## src/rtl/bist_obs_pkg.sv

```systemverilog
package bist_obs_pkg;

   typedef enum logic [2:0] {
      OBS_SYSTEM = 3'd0,
      OBS_CLEAR  = 3'd1,
      OBS_PATGEN = 3'd2,
      OBS_SIGNAT = 3'd3,
      OBS_SCAN   = 3'd4
   } obs_mode_e;

   // {hi,lo} encodings of the two mode pins
   localparam logic [1:0] SEL_SYSTEM = 2'b11;
   localparam logic [1:0] SEL_CLEAR  = 2'b01;
   localparam logic [1:0] SEL_TEST   = 2'b10;
   localparam logic [1:0] SEL_SCAN   = 2'b00;

endpackage

```

## src/rtl/bist_obs_mode_dec.sv

```systemverilog
module bist_obs_mode_dec
   import bist_obs_pkg::*;
(
   input  logic      ctl_hi,
   input  logic      ctl_lo,
   input  logic      gen_sel,
   output obs_mode_e mode
);

   always_comb begin
      unique case ({ctl_hi, ctl_lo})
         SEL_SYSTEM: mode = OBS_SYSTEM;
         SEL_CLEAR:  mode = OBS_CLEAR;
         SEL_TEST:   mode = gen_sel ? OBS_PATGEN : OBS_SIGNAT;
         default:    mode = OBS_SCAN;
      endcase
   end

endmodule

```

## src/rtl/bist_obs_feedback.sv

```systemverilog
module bist_obs_feedback #(
   parameter int               WIDTH = 8,
   parameter logic [WIDTH-1:0] TAPS  = 'hB8
) (
   input  logic [WIDTH-1:0] state,
   output logic             fb
);

   logic [WIDTH-1:0] tapped;

   generate
      for (genvar k = 0; k < WIDTH; k++) begin : g_tap
         if (TAPS[k]) begin : g_on
            assign tapped[k] = state[k];
         end else begin : g_off
            assign tapped[k] = 1'b0;
         end
      end
   endgenerate

   assign fb = ^tapped;

endmodule

```

## src/rtl/bist_obs_reg.sv

```systemverilog
module bist_obs_reg
   import bist_obs_pkg::*;
#(
   parameter int               WIDTH = 8,
   parameter logic [WIDTH-1:0] TAPS  = 'hB8
) (
   input  logic             clk,
   input  logic             rst_n,
   input  logic             ctl_hi,
   input  logic             ctl_lo,
   input  logic             gen_sel,
   input  logic [WIDTH-1:0] par_in,
   input  logic             scan_in,
   output logic [WIDTH-1:0] par_q,
   output logic             scan_out
);

   localparam int MSB = WIDTH - 1;

   // elaboration-time parameter checks
   generate
      if (WIDTH < 2) begin : g_bad_width
         $error("bist_obs_reg: WIDTH must be at least 2");
      end
      if (!TAPS[MSB]) begin : g_bad_taps
         $error("bist_obs_reg: TAPS must include the top bit (R9)");
      end
   endgenerate

   obs_mode_e        mode;
   logic             fb;
   logic [WIDTH-1:0] q;
   logic [WIDTH-1:0] d;
   logic [WIDTH-1:0] z_eff;

   bist_obs_mode_dec u_dec (
      .ctl_hi  (ctl_hi),
      .ctl_lo  (ctl_lo),
      .gen_sel (gen_sel),
      .mode    (mode)
   );

   bist_obs_feedback #(.WIDTH(WIDTH), .TAPS(TAPS)) u_fb (
      .state (q),
      .fb    (fb)
   );

   // pattern generation = compaction with the parallel input masked off
   assign z_eff = (mode == OBS_PATGEN) ? '0 : par_in;

   generate
      for (genvar i = 0; i < WIDTH; i++) begin : g_bit
         logic comp_src;
         logic scan_src;
         if (i == 0) begin : g_head
            assign comp_src = fb;
            assign scan_src = scan_in;
         end else begin : g_body
            assign comp_src = q[i-1];
            assign scan_src = q[i-1];
         end

         always_comb begin
            unique case (mode)
               OBS_SYSTEM: d[i] = par_in[i];
               OBS_CLEAR:  d[i] = 1'b0;
               OBS_PATGEN,
               OBS_SIGNAT: d[i] = z_eff[i] ^ comp_src;
               default:    d[i] = scan_src;
            endcase
         end
      end
   endgenerate

   always_ff @(posedge clk or negedge rst_n) begin
      if (!rst_n) q <= '0;
      else        q <= d;
   end

   assign par_q    = q;
   assign scan_out = q[MSB];

   // ---------------- assertions ----------------
   a_r2_capture: assert property (@(posedge clk) disable iff (!rst_n)
      ({ctl_hi, ctl_lo} == SEL_SYSTEM) |=> (par_q == $past(par_in)));

   a_r3_clear: assert property (@(posedge clk) disable iff (!rst_n)
      ({ctl_hi, ctl_lo} == SEL_CLEAR) |=> (par_q == '0));

   a_r4_scan_shift: assert property (@(posedge clk) disable iff (!rst_n)
      ({ctl_hi, ctl_lo} == SEL_SCAN) |=>
         (par_q[0] == $past(scan_in)) && (par_q[MSB:1] == $past(par_q[MSB-1:0])));

   a_r6_gen_shift: assert property (@(posedge clk) disable iff (!rst_n)
      (({ctl_hi, ctl_lo} == SEL_TEST) && gen_sel) |=>
         (par_q[MSB:1] == $past(par_q[MSB-1:0])));

   a_r9_zero_lock: assert property (@(posedge clk) disable iff (!rst_n)
      (({ctl_hi, ctl_lo} == SEL_TEST) && gen_sel && (par_q == '0)) |=> (par_q == '0));

endmodule

```

## config.mk

```make
export PLATFORM = sky130hd
export DESIGN_NAME = bist_obs_reg
export DESIGN_NICKNAME = d
export VERILOG_FILES = /design/src/rtl/bist_obs_pkg.sv /design/src/rtl/bist_obs_mode_dec.sv /design/src/rtl/bist_obs_feedback.sv /design/src/rtl/bist_obs_reg.sv
export SDC_FILE = /design/constraint.sdc
export NUM_CORES = 1
export LEC_CHECK = 0
export BUFFER_PORTS_ARGS = -buffer_cell sky130_fd_sc_hd__buf_2
export CAP_MARGIN = 20
export CELL_PAD_IN_SITES_DETAIL_PLACEMENT = 1
export CELL_PAD_IN_SITES_GLOBAL_PLACEMENT = 1
export CORE_MARGIN = 2
export CORE_UTILIZATION = 32
export CTS_BUF_LIST = sky130_fd_sc_hd__clkbuf_16
export DETAILED_ROUTE_END_ITERATION = 8
export HOLD_SLACK_MARGIN = 0.1
export PLACE_DENSITY_LB_ADDON = 0.1
export SLEW_MARGIN = 20
export SYNTH_ARGS = -nofsm -noshare
export SYNTH_HDL_FRONTEND = slang
export SYNTH_SLANG_ARGS = --single-unit
```

## constraint.sdc

```tcl
create_clock -name clk -period 3.5 [get_ports clk]
set_clock_uncertainty 0.2 [all_clocks]
set_input_delay 0.525 -clock clk [delete_from_list [all_inputs] [get_ports clk]]
set_output_delay 0.525 -clock clk [all_outputs]
set_load 0.05 [all_outputs]
```

# After elaboration in Yosys (flattened, before gate mapping)
# Cells that the tools add are included.
# totals
reg_bits	8
inputBits	14
out_inout_bits	9
word_cells	29
# op_classes
eq_ne	6
mux	11
bitwise_logic	8
n_reduce_logical	3
# op_table
cell	count
$pmux 1 s3	8
$pmux 3 s3	1
$mux 8	1
$reduce_xor 8->1	1
$xor 1x1->1	8
$eq 3x2->1 const B	2
$eq 2x2->1 const B	2
$eq 3x1->1 const B	1
$logic_not 3->1	1
$eq 2x1->1 const B	1
$reduce_or 2->1	1
$mux 1	1

# Logic depth before layout (Yosys ltp)
# logic_depth
depth_word	6
ltp_mapped	4

# Cells and area by module
# A second synthesis with hierarchy kept.
# hier_totals
cells_unflattened	56
area_unflattened_um2	534.3
# by_module_without_submodules
mod	n_inst	cells_per_inst	area_each_um2	seq_area_each_um2
bist_obs_reg	1	49	476.7	200.2
bist_obs_mode_dec	1	4	31.3	0.0
bist_obs_feedback	1	3	26.3	0.0

# Worst setup path before layout
# Ideal clock, no wire load.
# synth_path
kind	reg-to-output
start	reg q[7], in the netlist par_q[7]
end	out par_q[7]
arrival_ns	0.947
required_ns	2.775
slack_ns	1.828
path_stages_with_launch	2
path_cell_list	dfrtp_1 buf_4
# synth_lines
item	line	text
start, declared	bist_obs_reg.sv:32	logic [WIDTH-1:0] q;
start signal, assigned	bist_obs_reg.sv:76	if (!rst_n) q <= '0;
start signal, assigned	bist_obs_reg.sv:77	else q <= d;
end, declared	bist_obs_reg.sv:14	output logic [WIDTH-1:0] par_q,
# No word-level cell between the ends.

# Worst setup path after layout
# layout_path
start	reg q[3], in the netlist par_q[3]
end	out par_q[3]
# No word-level cell between the ends.

==> impl_metrics.py <==
metrics = {
    "synth": {
        "synth-seq-area-share_pct": 40.10,
        "yosys.area.top_type_share_pct": 40.10,
        "synth_cell_types": 16,
        "ys_seq_elements": 8,
        "synth_area_um2": 499.2,
        "synth_area_leaders": "dfrtp_1 40%, o21ai_0 11%, nor2b_1 10%",
        "synth_nets": 76,
        "synth_flop_cell": "dfrtp_1",
        "ys_warn_count": 0,
        "syn_avg_cell_area_um2": 8.052,
        "synth_edf_count": 0,
        "synth_async_sr_flop_share_pct": 100.0,
        "synth_top_area_cell": "dfrtp_1",
        "syn-instance-count": 62,
    },
    "timing": {
        "final_max_slew_viol_count": 0,
        "setup_tns_ns": 0,
        "fmax_ghz": 0.5962,
        "fin_crit_sh_pct": 47.92,
        "setup_viol": 0,
        "finalHoldViolations": 0,
        "rsz0062_at_grt": "false",
        "period_minus_slack_ns": 1.677,
        "worst_pin_slew_ns": 0.2838,
        "maxSlewHeadroom_pct": 81.08,
    },
    "route": {
        "drtAntennaViolNets": 0,
        "dr_total_vias": 489,
        "via_per_inst": 4.890,
        "drt-total-wl_mm": 1.221,
        "dr.pass1.iters": 1,
        "routedWlPerCell_um": 12.21,
        "drc": 0,
        "drt_iter0_markers": 0,
    },
    "worst_setup_path": {
        "crit_chain": "buf_2",
        "r2r-end": "par_q[0]",
        "worstPathMaxFanout": 4,
        "critPathRequiredTime_ns": 2.77,
        "cp_slowest_cell": "dfrtp_1",
        "crit_family": "flip-flops",
        "timing.rr.start": "par_q[3]",
        "startpoint": "par_q[3]",
        "critical_path_buf_inv_count": 1,
        "arrival_ns": 0.95,
        "endpoint_kind": "output port",
        "rrSetupSlack_ns": 2.16,
        "critPathLaunchType": "register",
        "crit_type": "reg -> out",
        "r2r_cells": 3,
        "cpPeakStageDelay_ns": 0.42,
    },
    "floorplan": {
        "initial_core_util_pct": 33.53,
        "io_pins": 23,
        "rows": 14,
        "dieArea_mm2": 0.001892,
        "coreArea_mm2": 0.001489,
        "die_x_um": 43.50,
        "die_h_um": 43.50,
    },
    "power_and_ir_drop": {
        "p_leak_nw": 0.3611,
        "peakVddDrop_uv": 371.4,
        "powerDensity_mw_per_mm2": 588.0,
    },
    "clock_tree": {
        "cts_tree": "built",
        "htreeDepth": 1,
        "cts.path.max_buffers": 2,
        "cts_buffers": 3,
        "clk_latency_ns": 0.23,
        "cts.sinks": 8,
        "clkTransAtPathRegs_ns": 0.04,
        "root_buffer": "clkbuf_16",
        "post_cts_buffers": 0,
    },
    "hold_path": {
        "hold_end": "par_q[0]",
        "min_path_type": "in -> reg",
        "hold_path_startpoint": "par_in[0]",
        "hold_depth": 3,
    },
    "placed_design": {
        "io_buffers": 22,
        "placed_area_um2": 609.3,
        "globalplace.congestion": 0.7112,
        "dpl.cell_count": 96,
        "dpl.hpwl_um": 913,
    },
    "final_layout": {
        "num-fill-cells": 189,
        "final_common_cell": "buf_2",
        "final_area_um2": 694.4,
        "final_nets": 100,
        "fin_util_pct": 46.64,
        "diodes": 0,
        "instances_no_fill": 100,
        "drive_gt1_share_pct": 30.95,
        "largest_reg_flops": 8,
        "area_delta_synth_final_pct": 39.10,
        "final_cell_mix": "22 x buf_2, 11 x nor2_1, 11 x o21ai_0, 10 x nand2_1",
        "multi_input_area_um2": 279.0,
        "seq_area_um2": 200.2,
    },
    "global_route": {
        "antenna_found_initial": 0,
        "grt_pass1_wl_mm": 2.042,
        "grt_start_max_net_pins": 18,
        "grt_pass1_vias": 442,
        "gr-total-overflow": 0,
        "track_usage_pct": 15.56,
    },
    "outcome": {
        "status": "complete, no violations",
    },
    "run": {
        "drv_cap": 0,
    },
}
worst min-delay path: cells and delay by family:
family,cells,cell delay (ns)
buffers and inverters,1,0.09
AOI/OAI and AO/OA,2,0.15
per-stage QoR:
stage          total power [mW]  hold slack, ns  worst slack [ns]
3_5_place_dp             0.2189          0.1873             1.851
3_3_place_gp             0.2168          0.1873             1.889
4_1_cts                  0.4166          0.3677             1.813
6_report                 0.4083          0.3732             1.823
2_1_floorplan            0.1907         0.02941             1.828
5_1_grt                  0.4275          0.3801             1.785
layer usage:
| metal | wire length, um | vias up | GRT usage, % |
|---|---|---|---|
| met3 | 79 | 4 | 5.000 |
| met4 | 30 | 0 | 9.091 |
| li1 | - | 248 | - |
| met2 | 552 | 15 | 22.99 |
| met5 | 0 | - | 0 |
| met1 | 559 | 222 | 19.90 |
worst max-delay path by stage:
| stage | to | slack [ns] | depth (start not counted) |
|---|---|---|---|
| after global placement | par_q[0] | 1.89 | 4 |
| after floorplan | par_q[7] | 1.83 | 1 |
| after global routing | par_q[3] | 1.78 | 1 |
| after detailed placement | par_q[0] | 1.85 | 4 |
| after CTS | par_q[3] | 1.81 | 1 |
| final | par_q[3] | 1.82 | 1 |
synth_stat cells, types with 2 or more instances:
cell,instances
o21ai_0,11
nand2_1,10
o21bai_1,3
dfrtp_1,8
nor2_1,11
clkbuf_1,2
nor2b_1,8
power by group:
group / internal (mW) / switching, mW
clock network: 0.147 / 0.0442
logic: 0.0359 / 0.0682
registers: 0.103 / 0.00958
total: 0.286 / 0.122
cells by family after synthesis:
group	after synthesis	share of synthesized area (%)
simple gates	31	28.57
xor+xnor	3	9.525
compound gates	16	17.79
flops	8	40.10
buf+inv	4	4.010
what timing repair did:
item,CTS,global route
endpoints found under the hold margin,8,0
endpoints found under the setup margin,0,0
hold buffers,1,0
resized for setup,0,0
final cells by class:
class	instances	area share (%)
Sequential cell	8	28.83
Clock buffer	3	10.81
Multi-Input combinational cell	50	40.18
Tap cell	16	2.883
Timing Repair Buffer	23	17.30
No activity file was read; power rests on OpenSTA's default activity.
